File: config.mk
export PLATFORM = sky130hd
export DESIGN_NAME = twl_pattern_detector
export DESIGN_NICKNAME = d
export VERILOG_FILES = /design/src/rtl/twl_pkg.sv /design/src/rtl/twl_sync.sv /design/src/rtl/twl_edge_det.sv /design/src/rtl/twl_fall_counter.sv /design/src/rtl/twl_classifier.sv /design/src/rtl/twl_pattern_detector.sv
export SDC_FILE = /design/constraint.sdc
export NUM_CORES = 1
export LEC_CHECK = 0
export BUFFER_PORTS_ARGS = -buffer_cell sky130_fd_sc_hd__buf_2
export CAP_MARGIN = 20
export CORE_MARGIN = 3
export CORE_UTILIZATION = 35
export DETAILED_ROUTE_END_ITERATION = 16
export GPL_TIMING_DRIVEN = 0
export PLACE_DENSITY = 0.61
export RECOVER_POWER = 50
export SYNTH_ARGS = -nofsm -noshare
export SYNTH_HDL_FRONTEND = slang
export SYNTH_SLANG_ARGS = --single-unit
File: constraint.sdc
create_clock -name clk -period 1.56 [get_ports clk]
set_input_delay 0.312 -clock clk [delete_from_list [all_inputs] [get_ports clk]]
set_output_delay 0.312 -clock clk [all_outputs]
set_load 0.01 [all_outputs]
File: src/rtl/twl_pkg.sv
package twl_pkg;
  localparam int unsigned CNT_W      = 4;
  localparam int unsigned PAT_N      = 5;
  localparam int unsigned CNT_START  = 4;
  localparam int unsigned CNT_CRC    = 6;
  localparam int unsigned CNT_OCC    = 8;
  localparam int unsigned CNT_RSTMIN = 14;

  localparam int unsigned IDX_START = 0;
  localparam int unsigned IDX_CRC   = 1;
  localparam int unsigned IDX_OCC   = 2;
  localparam int unsigned IDX_RST   = 3;
  localparam int unsigned IDX_FERR  = 4;

  typedef enum logic {ST_IDLE, ST_ARMED} det_state_e;

  // Map a closed window (edge count, final B level) onto a one-hot pattern.
  function automatic logic [PAT_N-1:0] classify(input logic [CNT_W-1:0] cnt,
                                                input logic b_high);
    logic [PAT_N-1:0] res;
    res = '0;
    if (!b_high)                         res[IDX_FERR]  = 1'b1;
    else if (cnt == CNT_W'(CNT_START))   res[IDX_START] = 1'b1;
    else if (cnt == CNT_W'(CNT_CRC))     res[IDX_CRC]   = 1'b1;
    else if (cnt == CNT_W'(CNT_OCC))     res[IDX_OCC]   = 1'b1;
    else if (cnt >= CNT_W'(CNT_RSTMIN))  res[IDX_RST]   = 1'b1;
    else                                 res[IDX_FERR]  = 1'b1;
    return res;
  endfunction

  // Patterns that hand the bus to the byte receiver.
  function automatic logic opens_data(input logic [PAT_N-1:0] pat);
    return pat[IDX_START] | pat[IDX_CRC];
  endfunction
endpackage

File: src/rtl/twl_sync.sv
module twl_sync #(
  parameter int unsigned WIDTH  = 2,
  parameter int unsigned STAGES = 2
) (
  input  logic             clk,
  input  logic             rst_n,
  input  logic [WIDTH-1:0] async_i,
  output logic [WIDTH-1:0] sync_o
);
  logic [WIDTH-1:0] chain_q [STAGES];

  always_ff @(posedge clk) begin
    if (!rst_n) chain_q[0] <= '0;
    else        chain_q[0] <= async_i;
  end

  for (genvar s = 1; s < STAGES; s++) begin : g_stage
    always_ff @(posedge clk) begin
      if (!rst_n) chain_q[s] <= '0;
      else        chain_q[s] <= chain_q[s-1];
    end
  end

  assign sync_o = chain_q[STAGES-1];
endmodule

File: src/rtl/twl_edge_det.sv
module twl_edge_det (
  input  logic clk,
  input  logic rst_n,
  input  logic level_i,
  output logic rise_o,
  output logic fall_o
);
  logic prev_q;

  always_ff @(posedge clk) begin
    if (!rst_n) prev_q <= 1'b0;
    else        prev_q <= level_i;
  end

  assign rise_o = level_i & ~prev_q;
  assign fall_o = ~level_i & prev_q;
endmodule

File: src/rtl/twl_fall_counter.sv
module twl_fall_counter #(
  parameter int unsigned W = 4
) (
  input  logic         clk,
  input  logic         rst_n,
  input  logic         clear_i,
  input  logic         inc_i,
  output logic [W-1:0] count_o
);
  localparam logic [W-1:0] CNT_MAX = {W{1'b1}};

  logic [W-1:0] cnt_q;
  logic         at_max;

  assign at_max = (cnt_q == CNT_MAX);

  always_ff @(posedge clk) begin
    if (!rst_n || clear_i)   cnt_q <= '0;
    else if (inc_i && !at_max) cnt_q <= cnt_q + 1'b1;
  end

  assign count_o = cnt_q;

  AST_CNT_SAT: assert property (@(posedge clk) disable iff (!rst_n)
    (cnt_q == CNT_MAX && inc_i && !clear_i) |=> (cnt_q == CNT_MAX));
  AST_CNT_CLEAR: assert property (@(posedge clk) disable iff (!rst_n)
    clear_i |=> (cnt_q == '0));
  AST_CNT_STEP: assert property (@(posedge clk) disable iff (!rst_n)
    (!clear_i && inc_i && cnt_q != CNT_MAX) |=> (cnt_q == $past(cnt_q) + 1'b1));
endmodule

File: src/rtl/twl_classifier.sv
module twl_classifier
  import twl_pkg::*;
(
  input  logic             clk,
  input  logic             rst_n,
  input  logic             a_lvl_i,
  input  logic             a_rise_i,
  input  logic             b_lvl_i,
  input  logic [CNT_W-1:0] count_i,
  output logic             armed_o,
  output logic             valid_o,
  output logic [PAT_N-1:0] pat_o,
  output logic             go_o
);
  det_state_e       state_q;
  logic [PAT_N-1:0] verdict;
  logic             window_end;
  logic             arm_cond;

  assign verdict    = classify(count_i, b_lvl_i);
  assign window_end = (state_q == ST_ARMED) && a_rise_i;
  assign arm_cond   = (state_q == ST_IDLE) && !a_lvl_i && b_lvl_i;
  assign armed_o    = (state_q == ST_ARMED);

  always_ff @(posedge clk) begin
    if (!rst_n) begin
      state_q <= ST_IDLE;
      valid_o <= 1'b0;
      pat_o   <= '0;
      go_o    <= 1'b0;
    end else begin
      valid_o <= 1'b0;
      pat_o   <= '0;
      go_o    <= 1'b0;
      if (arm_cond) begin
        state_q <= ST_ARMED;
      end else if (window_end) begin
        state_q <= ST_IDLE;
        valid_o <= 1'b1;
        pat_o   <= verdict;
        go_o    <= opens_data(verdict);
      end
    end
  end

  AST_PULSE_ONE: assert property (@(posedge clk) disable iff (!rst_n)
    valid_o |=> !valid_o);
  AST_ONEHOT: assert property (@(posedge clk) disable iff (!rst_n)
    valid_o |-> ($countones(pat_o) == 1));
  AST_QUIET: assert property (@(posedge clk) disable iff (!rst_n)
    !valid_o |-> (pat_o == '0 && !go_o));
  AST_GO_START: assert property (@(posedge clk) disable iff (!rst_n)
    go_o |-> (valid_o && (pat_o[IDX_START] || pat_o[IDX_CRC])));
  AST_NO_GO_OCC: assert property (@(posedge clk) disable iff (!rst_n)
    (valid_o && pat_o[IDX_OCC]) |-> !go_o);
  AST_FROM_ARMED: assert property (@(posedge clk) disable iff (!rst_n)
    valid_o |-> ($past(state_q) == ST_ARMED && state_q == ST_IDLE));
  AST_ARM_LEVELS: assert property (@(posedge clk) disable iff (!rst_n)
    $rose(armed_o) |-> (!$past(a_lvl_i) && $past(b_lvl_i)));
endmodule

File: src/rtl/twl_pattern_detector.sv
module twl_pattern_detector
  import twl_pkg::*;
(
  input  logic             clk,
  input  logic             rst_n,
  input  logic             line_a_i,
  input  logic             line_b_i,
  output logic             pat_valid_o,
  output logic [PAT_N-1:0] pat_o,
  output logic             data_go_o
);
  localparam int unsigned N_LINES = 2;
  localparam int unsigned SYNC_STAGES = 2;

  logic [N_LINES-1:0] lines_raw;
  logic [N_LINES-1:0] lines_s;
  logic [N_LINES-1:0] line_rise;
  logic [N_LINES-1:0] line_fall;
  logic [CNT_W-1:0]   fall_cnt;
  logic               armed;
  logic               cnt_inc;

  assign lines_raw = {line_b_i, line_a_i};

  twl_sync #(.WIDTH(N_LINES), .STAGES(SYNC_STAGES)) u_sync (
    .clk     (clk),
    .rst_n   (rst_n),
    .async_i (lines_raw),
    .sync_o  (lines_s)
  );

  for (genvar l = 0; l < N_LINES; l++) begin : g_edge
    twl_edge_det u_edge (
      .clk     (clk),
      .rst_n   (rst_n),
      .level_i (lines_s[l]),
      .rise_o  (line_rise[l]),
      .fall_o  (line_fall[l])
    );
  end

  assign cnt_inc = armed & line_fall[1];

  twl_fall_counter #(.W(CNT_W)) u_cnt (
    .clk     (clk),
    .rst_n   (rst_n),
    .clear_i (~armed),
    .inc_i   (cnt_inc),
    .count_o (fall_cnt)
  );

  twl_classifier u_cls (
    .clk      (clk),
    .rst_n    (rst_n),
    .a_lvl_i  (lines_s[0]),
    .a_rise_i (line_rise[0]),
    .b_lvl_i  (lines_s[1]),
    .count_i  (fall_cnt),
    .armed_o  (armed),
    .valid_o  (pat_valid_o),
    .pat_o    (pat_o),
    .go_o     (data_go_o)
  );

  AST_B_FALL_IDLE: assert property (@(posedge clk) disable iff (!rst_n)
    (!armed && line_fall[1]) |=> (fall_cnt == '0));
  AST_HOLD_A_HIGH: assert property (@(posedge clk) disable iff (!rst_n)
    ($past(lines_s[0]) && lines_s[0] && !armed) |=> !pat_valid_o);
endmodule

==> run metrics, run 1 <==
startpoint of the lowest-slack register-to-register path=u_cnt.count_o[1]; total nets after synthesis=between 70 and 80; WP data arrival=about 1.6 ns; Worst setup EP type=flip-flop; vias in the first global route=468; Starting Density=between 30% and 40%; initial DRC count=7; number of hold-repair buffers added at the cts stage=0; Pint=0.000618 W; R2R Setup Slk=0.19 ns; # nets final=91; deepest level of the CTS H-tree=1; clock latency of the later-clocked register in the worst-skew pair=roughly 0.29 ns; wire length after detailed routing=between 1 and 1.5 mm; Final Hold Viols=0; clock sink count=18; mean post-synth cell area=approximately 10 µm²; number of max-slew violations in the final report=0; relative area change from synthesis to final layout=15.6%; number of setup buffers added after CTS=0; worst-case clock skew=0.00356 ns; Yosys warning total=0; type of the worst setup path=reg -> reg; post-layout min period=1.37 ns; vias after detailed routing=between 500 and 600; HPWL after DPL=about 860 µm; remaining routing DRC violations=0; Highest Clock Rate=around 730 MHz; number of maximum-capacitance violations=0; total standard cell area after synthesis=712 µm²; DRT antenna net count=0; y dimension of the die=51.1 µm; worst flop-to-flop path endpoint=u_cnt.count_o[0]; number of gates resized after cts=0; Crit Path Max Fanout=7; deepest clock path buffer count=2; count of state elements after synthesis=18; clock transition at the register clock pins on the worst setup and hold paths after CTS=about 0.1 ns; transition time of the tightest slew-check pin=roughly 0.32 ns; total negative slack=0 ns; number of rows in the core area=15; pin count of the biggest net entering global routing=11; FILL cells=around 190; cell count of the worst hold path=2; share of total power in the clock network=36.5%; end point of the worst hold path=u_sync.chain_q[0][1]; Worst Path Required=1.79 ns; run status=finished clean; CTS Root Buffer Type=sky130_fd_sc_hd__clkbuf_4; total global routing overflow=0; final weighted congestion of routability-driven global placement=roughly 0.73; post-DR vias/cell=approximately 4.7; Die Outline Area=between 2000 and 3000 µm²; combined global-route utilization of all metal layers=around 10%; fraction of the yosys area taken by sequential cells=between 50% and 60%; number of instances in the synthesized netlist=about 70; TritonCTS clock tree=built; number of I/O pins=11; final-layout worst hold slack=approximately 0.22 ns; class of the tightest hold or removal check=in -> reg; first-pass GRT wire length=roughly 2.0 mm; combinational fraction of design power=2.3%; library cells used by synthesis=29; share of post-route cells with drive strength above 1=~18%; number of search-and-repair iterations in the first detailed-routing pass=4; average wire per cell in the routed design=just over 10 µm; Setup crit start=u_cnt.count_o[1]; ant diodes=0; core footprint=between 1500 and 2000 µm²; power density over cell area=~940 nW/µm²; startpoint of the lowest-slack hold path=line_b_i; total clock buffers created by CTS=3; sequential share of power=61.3%; switching power=~0.00015 W; Port Buffer Count=10; RSZ-0062 raised after global routing=no; final-report setup violation count=0; number of antenna violations at the first check in global routing=0; Slew headroom=79.0%; Leakage=between 0.3 and 0.4 nW; Reg2Reg Depth=4; crit start category=flip-flop; Die X-Extent=between 50 and 60 µm; switching part of the total power=roughly 20%; Period Utilization, post-route=about 88%; Peak VDD IR=about 810 µV
## layout by cell type, fill, tap and decap left out, drive strengths merged
cell / synthesis / layout
dfxtp: 18 / 18
clkbuf: 1 / 9
buf: 1 / 7
and2: 6 / 6
inv: 4 / 4
nand3: 4 / 4
nor2: 4 / 4
nand2: 3 / 3
o21ai: 3 / 3
ha: 3 / 3
o31ai: 2 / 2
or3: 2 / 2
a21oi: 2 / 2
nor3b: 2 / 2
and3: 2 / 2
nand2b: 1 / 1
nor4b: 1 / 1
o21bai: 1 / 1
a21boi: 1 / 1
and4b: 1 / 1
nand4b: 1 / 1
nor3: 1 / 1
mux2: 1 / 1
nor2b: 1 / 1
o211ai: 1 / 1
nand3b: 1 / 1
o2111ai: 1 / 1
## cell usage after synthesis
cell / n / area share (%)
sky130_fd_sc_hd__a21boi_0: 1 / 1.1
sky130_fd_sc_hd__a21oi_1: 2 / 1.4
sky130_fd_sc_hd__and2_1: 6 / 5.3
sky130_fd_sc_hd__and3_1: 1 / 0.88
sky130_fd_sc_hd__and3_4: 1 / 1.6
sky130_fd_sc_hd__and4b_2: 1 / 1.6
sky130_fd_sc_hd__buf_6: 1 / 1.6
sky130_fd_sc_hd__clkbuf_1: 1 / 0.53
sky130_fd_sc_hd__dfxtp_1: 18 / 51
sky130_fd_sc_hd__ha_1: 3 / 5.3
sky130_fd_sc_hd__inv_1: 4 / 2.1
sky130_fd_sc_hd__mux2_1: 1 / 1.6
sky130_fd_sc_hd__nand2_1: 3 / 1.6
sky130_fd_sc_hd__nand2b_4: 1 / 1.9
sky130_fd_sc_hd__nand3_1: 4 / 2.8
sky130_fd_sc_hd__nand3b_1: 1 / 1.1
sky130_fd_sc_hd__nand4b_2: 1 / 2.1
sky130_fd_sc_hd__nor2_1: 4 / 2.1
sky130_fd_sc_hd__nor2b_1: 1 / 0.88
sky130_fd_sc_hd__nor3_1: 1 / 0.70
sky130_fd_sc_hd__nor3b_1: 1 / 1.1
sky130_fd_sc_hd__nor3b_2: 1 / 1.8
sky130_fd_sc_hd__nor4b_1: 1 / 1.2
sky130_fd_sc_hd__o2111ai_1: 1 / 1.2
sky130_fd_sc_hd__o211ai_1: 1 / 1.1
sky130_fd_sc_hd__o21ai_0: 3 / 2.1
sky130_fd_sc_hd__o21bai_1: 1 / 1.1
sky130_fd_sc_hd__o31ai_1: 2 / 2.1
sky130_fd_sc_hd__or3_1: 2 / 1.8
## metrics by stage
| stage | worst slack (ns) | std cells | utilization [%] | cell area, µm² | total power, W |
|---|---|---|---|---|---|
| 3_3_place_gp | 0.248 | 104 | 43.6 | 793 | 0.000502 |
| 3_5_place_dp | 0.216 | 104 | 43.6 | 793 | 0.000502 |
| 6_report | 0.195 | 108 | 45.2 | 823 | 0.000773 |
| 5_1_grt | 0.100 | 108 | 45.2 | 823 | 0.000808 |
| 2_1_floorplan | 0.306 | 69 | - | 712 | 0.000494 |
| 4_1_cts | 0.189 | 108 | 45.6 | 830 | 0.000784 |
## metal layers
metal / vias to the layer above / GRT usage, % / wire length [µm]
li1: 269 / - / -
met1: 231 / 12.9 / 547
met2: 11 / 15.0 / 511
met3: 0 / 5.25 / 60
met4: 0 / 2.69 / 0
met5: - / 0 / 0
## sequential cells by signal (all words and copies together), names as in the netlist
| name | cells |
|---|---|
| u_cls.pat_o | 5 |
| u_cnt.count_o | 4 |
| u_sync.chain_q | 4 |
| g_edge.u_edge.prev_q | 2 |
| u_cls.armed_o | 1 |
| u_cls.go_o | 1 |
| u_cls.valid_o | 1 |
## final cells by class
cell class	instances	area [µm²]	area share, %
Buffer	2	15.0	1.82
Clock buffer	4	36.3	4.41
Inverter	4	15.0	1.82
Multi-Input combinational cell	45	320	38.9
Sequential cell	18	360	43.8
Tap cell	25	31.3	3.80
Timing Repair Buffer	10	45.0	5.47
## cell families after synthesis
logic type | Yosys count | synth area share [%]
flip-flops | 18 | 50.6
multiplexers | 1 | 1.58
AND/OR/NAND/NOR | 30 | 28.3
AO/OA/AOI/OAI | 11 | 10.0
adder cells (fa/ha/maj) | 3 | 5.27
buffers and inverters | 6 | 4.22
## how the worst max path moves through the flow
stage / end
2_1_floorplan: u_cnt.count_o[0]
3_3_place_gp: u_cnt.count_o[0]
3_5_place_dp: u_cnt.count_o[0]
4_1_cts: u_cnt.count_o[0]
5_1_grt: u_cnt.count_o[0]
6_report: u_cnt.count_o[0]
## power by group through the flow
| stage | clock (W) | sequential [W] | combinational [W] |
|---|---|---|---|
| global placement | 0 | 0.000484 | 0.0000176 |
| global route | 0.000313 | 0.000475 | 0.0000204 |
| floorplan | 0 | 0.000482 | 0.0000116 |
| CTS | 0.000293 | 0.000474 | 0.0000182 |
| detailed placement | 0 | 0.000484 | 0.0000181 |
| finish | 0.000282 | 0.000474 | 0.0000174 |
## critical path, cell delays in order (launching register included)
cell                      delay (ns)
sky130_fd_sc_hd__dfxtp_1        0.38
sky130_fd_sc_hd__ha_1           0.23
sky130_fd_sc_hd__and3_4         0.21
sky130_fd_sc_hd__or3_1          0.34
sky130_fd_sc_hd__a21oi_1        0.15
Note: power is estimated with default switching activity, not from simulation.
==> run 2, diff against run 1 <==
GPL_TIMING_DRIVEN = not set   (was 0)
==> run 2 against run 1 <==
Sequential power hardly changed. Die area stayed put. Utilization is 0.89 points lower. Clock skew is 0.0012 ns higher. Fmax is 0.10% higher. Register-to-register slack hardly changed. Sequential cell count stayed put. Critical path type unchanged. Critical endpoint unchanged.
==> run metrics, run 2 (same netlist as run 1, synthesis figures left out) <==
Final Hold Viols=0 (unchanged); Worst setup EP type=flip-flop; number of max-slew violations in the final report=0 (unchanged); core footprint=1820 µm² (unchanged); crit start category=flip-flop; class of the tightest hold or removal check=in -> reg; number of flip-flops under the largest register name=5 (unchanged); average wire per cell in the routed design=10.9 µm (+5.2%); final weighted congestion of routability-driven global placement=0.786 (+8.3%); most frequent cells in the layout=sky130_fd_sc_hd__dfxtp_1, sky130_fd_sc_hd__and2_1, sky130_fd_sc_hd__buf_2, sky130_fd_sc_hd__clkbuf_1; RSZ-0062 raised after global routing=no; Worst Path Required=1.80 ns (about the same); vias in the first global route=416 (-11%); run status=finished clean; Die X-Extent=51.1 µm (unchanged); total global routing overflow=0 (unchanged); post-DR vias/cell=4.63 (-2.1%); sequential share of power=61.0% (-0.3 points); worst-case clock skew=0.00477 ns (+0.00120 ns); number of search-and-repair iterations in the first detailed-routing pass=2 (-2); Port Buffer Count=10 (unchanged); y dimension of the die=51.1 µm (unchanged); Pint=0.000618 W (about the same); number of hold-repair buffers added at the cts stage=0 (unchanged); total negative slack=0 ns (unchanged); DRT antenna net count=0 (unchanged); deepest clock path buffer count=2 (unchanged); first-pass GRT wire length=1.84 mm (-7.0%); combinational fraction of design power=2.1% (-0.2 points); worst setup slack after placement=0.218 ns (+0.00198 ns); Leakage=0.324 nW (-2.5%); switching part of the total power=20.4% (+0.39 points); number of maximum-capacitance violations=0 (unchanged); Slew headroom=75.0% (-3.9 points); Die Outline Area=2610 µm² (unchanged); clock sink count=18 (unchanged); deepest level of the CTS H-tree=1 (unchanged); transition time of the tightest slew-check pin=0.374 ns (+0.0590 ns); initial DRC count=6 (-1); number of rows in the core area=15 (unchanged); TritonCTS clock tree=built; Starting Density=39.1% (unchanged); largest register by flop count=u_cls.pat_o; relative area change from synthesis to final layout=13.4%; final-report setup violation count=0 (unchanged); share of post-route cells with drive strength above 1=16.0% (-2.0 points); number of gates resized after cts=0 (unchanged); power density over cell area=962 nW/µm² (+2.5%); number of setup buffers added after CTS=0 (unchanged); WP data arrival=1.60 ns (about the same); remaining routing DRC violations=0 (unchanged); share of the core filled with cells in the final layout=44.3% (-0.89 points); post-route setup slack=0.196 ns (+0.00138 ns); switching power=0.000158 W (+2.4%); type of the worst setup path=reg -> reg; number of antenna violations at the first check in global routing=0 (unchanged); post-layout min period=1.36 ns (-0.00138 ns); HPWL after DPL=833 µm (-2.8%); FILL cells=189 (+1.1%); clock latency of the later-clocked register in the worst-skew pair=0.30 ns (about the same); Highest Clock Rate=733 MHz (+0.10%); pin count of the biggest net entering global routing=12 (+1); ant diodes=0 (unchanged); share of total power in the clock network=36.8% (+0.3 points); Period Utilization, post-route=87.4% (-0.088 points); vias after detailed routing=491 (-3.9%); # nets final=89 (-2.2%); total clock buffers created by CTS=3 (unchanged); Peak VDD IR=698 µV (-14%); commonest non-fill, non-tap cell in the layout=sky130_fd_sc_hd__dfxtp_1; clock transition at the register clock pins on the worst setup and hold paths after CTS=0.10 ns (about the same); wire length after detailed routing=1.16 mm (+3.2%); number of I/O pins=11 (unchanged); Crit Path Max Fanout=7 (unchanged); combined global-route utilization of all metal layers=9.72% (-0.44 points); CTS Root Buffer Type=sky130_fd_sc_hd__clkbuf_4
==> run 2: cell count changes in the layout (fill, tap and decap cells not counted) <==
cell,previous run,this run
sky130_fd_sc_hd__and2_0,3,1
sky130_fd_sc_hd__buf_2,6,5
sky130_fd_sc_hd__buf_6,1,0
sky130_fd_sc_hd__and2_1,3,5
==> run 2: path summary, 6_finish.rpt <==
check	cells past startpoint	endpoint	start	slack (ns)
setup reg to reg	4	u_cnt.count_o[0]	u_cnt.count_o[1]	0.20
hold reg to reg	1	u_sync.chain_q[1][0]	u_sync.chain_q[0][0]	0.44
hold / removal	2	u_sync.chain_q[0][0]	line_a_i	0.22
setup / recovery	4	u_cnt.count_o[0]	u_cnt.count_o[1]	0.20
==> run 2: per-layer routing <==
| metal | global-route usage, % | wire length (µm) | share of wire, % |
|---|---|---|---|
| met5 | 0 | 0 | 0 |
| met4 | 2.69 | 12 | 1.0 |
| met3 | 6.12 | 74 | 6.4 |
| met2 | 14.4 | 499 | 43 |
| met1 | 11.6 | 568 | 49 |
==> run 2: final cells by class <==
class                           count  area (µm²)  share of cell area (%)
Sequential cell                    18         360                    44.7
Multi-Input combinational cell     45         320                    39.7
Timing Repair Buffer               10        43.8                    5.43
Clock buffer                        4        36.3                    4.50
Tap cell                           25        31.3                    3.88
Inverter                            4        15.0                    1.86
==> run 2: per-stage QoR <==
step	power (W)	std cells	hold slack, ns	area, µm²
after detailed placement	0.000502	102	0.422	778
final	0.000776	106	0.219	807
after global routing	0.000800	106	0.205	807
after floorplan	0.000494	69	0.412	712
after global placement	0.000501	102	0.419	778
after CTS	0.000782	106	0.212	815
==> run 2: critical path: stages (launching register included) <==
cell	delay [ns]
sky130_fd_sc_hd__dfxtp_1	0.38
sky130_fd_sc_hd__ha_1	0.23
sky130_fd_sc_hd__and3_4	0.20
sky130_fd_sc_hd__or3_1	0.34
sky130_fd_sc_hd__a21oi_1	0.14
==> run 2: power by group through the flow <==
| stage | combinational, W | sequential [W] | clock [W] |
|---|---|---|---|
| finish | 0.0000167 | 0.000474 | 0.000286 |
| global route | 0.0000184 | 0.000475 | 0.000307 |
| CTS | 0.0000172 | 0.000474 | 0.000291 |
| detailed placement | 0.0000173 | 0.000484 | 0 |
| global placement | 0.0000168 | 0.000484 | 0 |
| floorplan | 0.0000116 | 0.000482 | 0 |
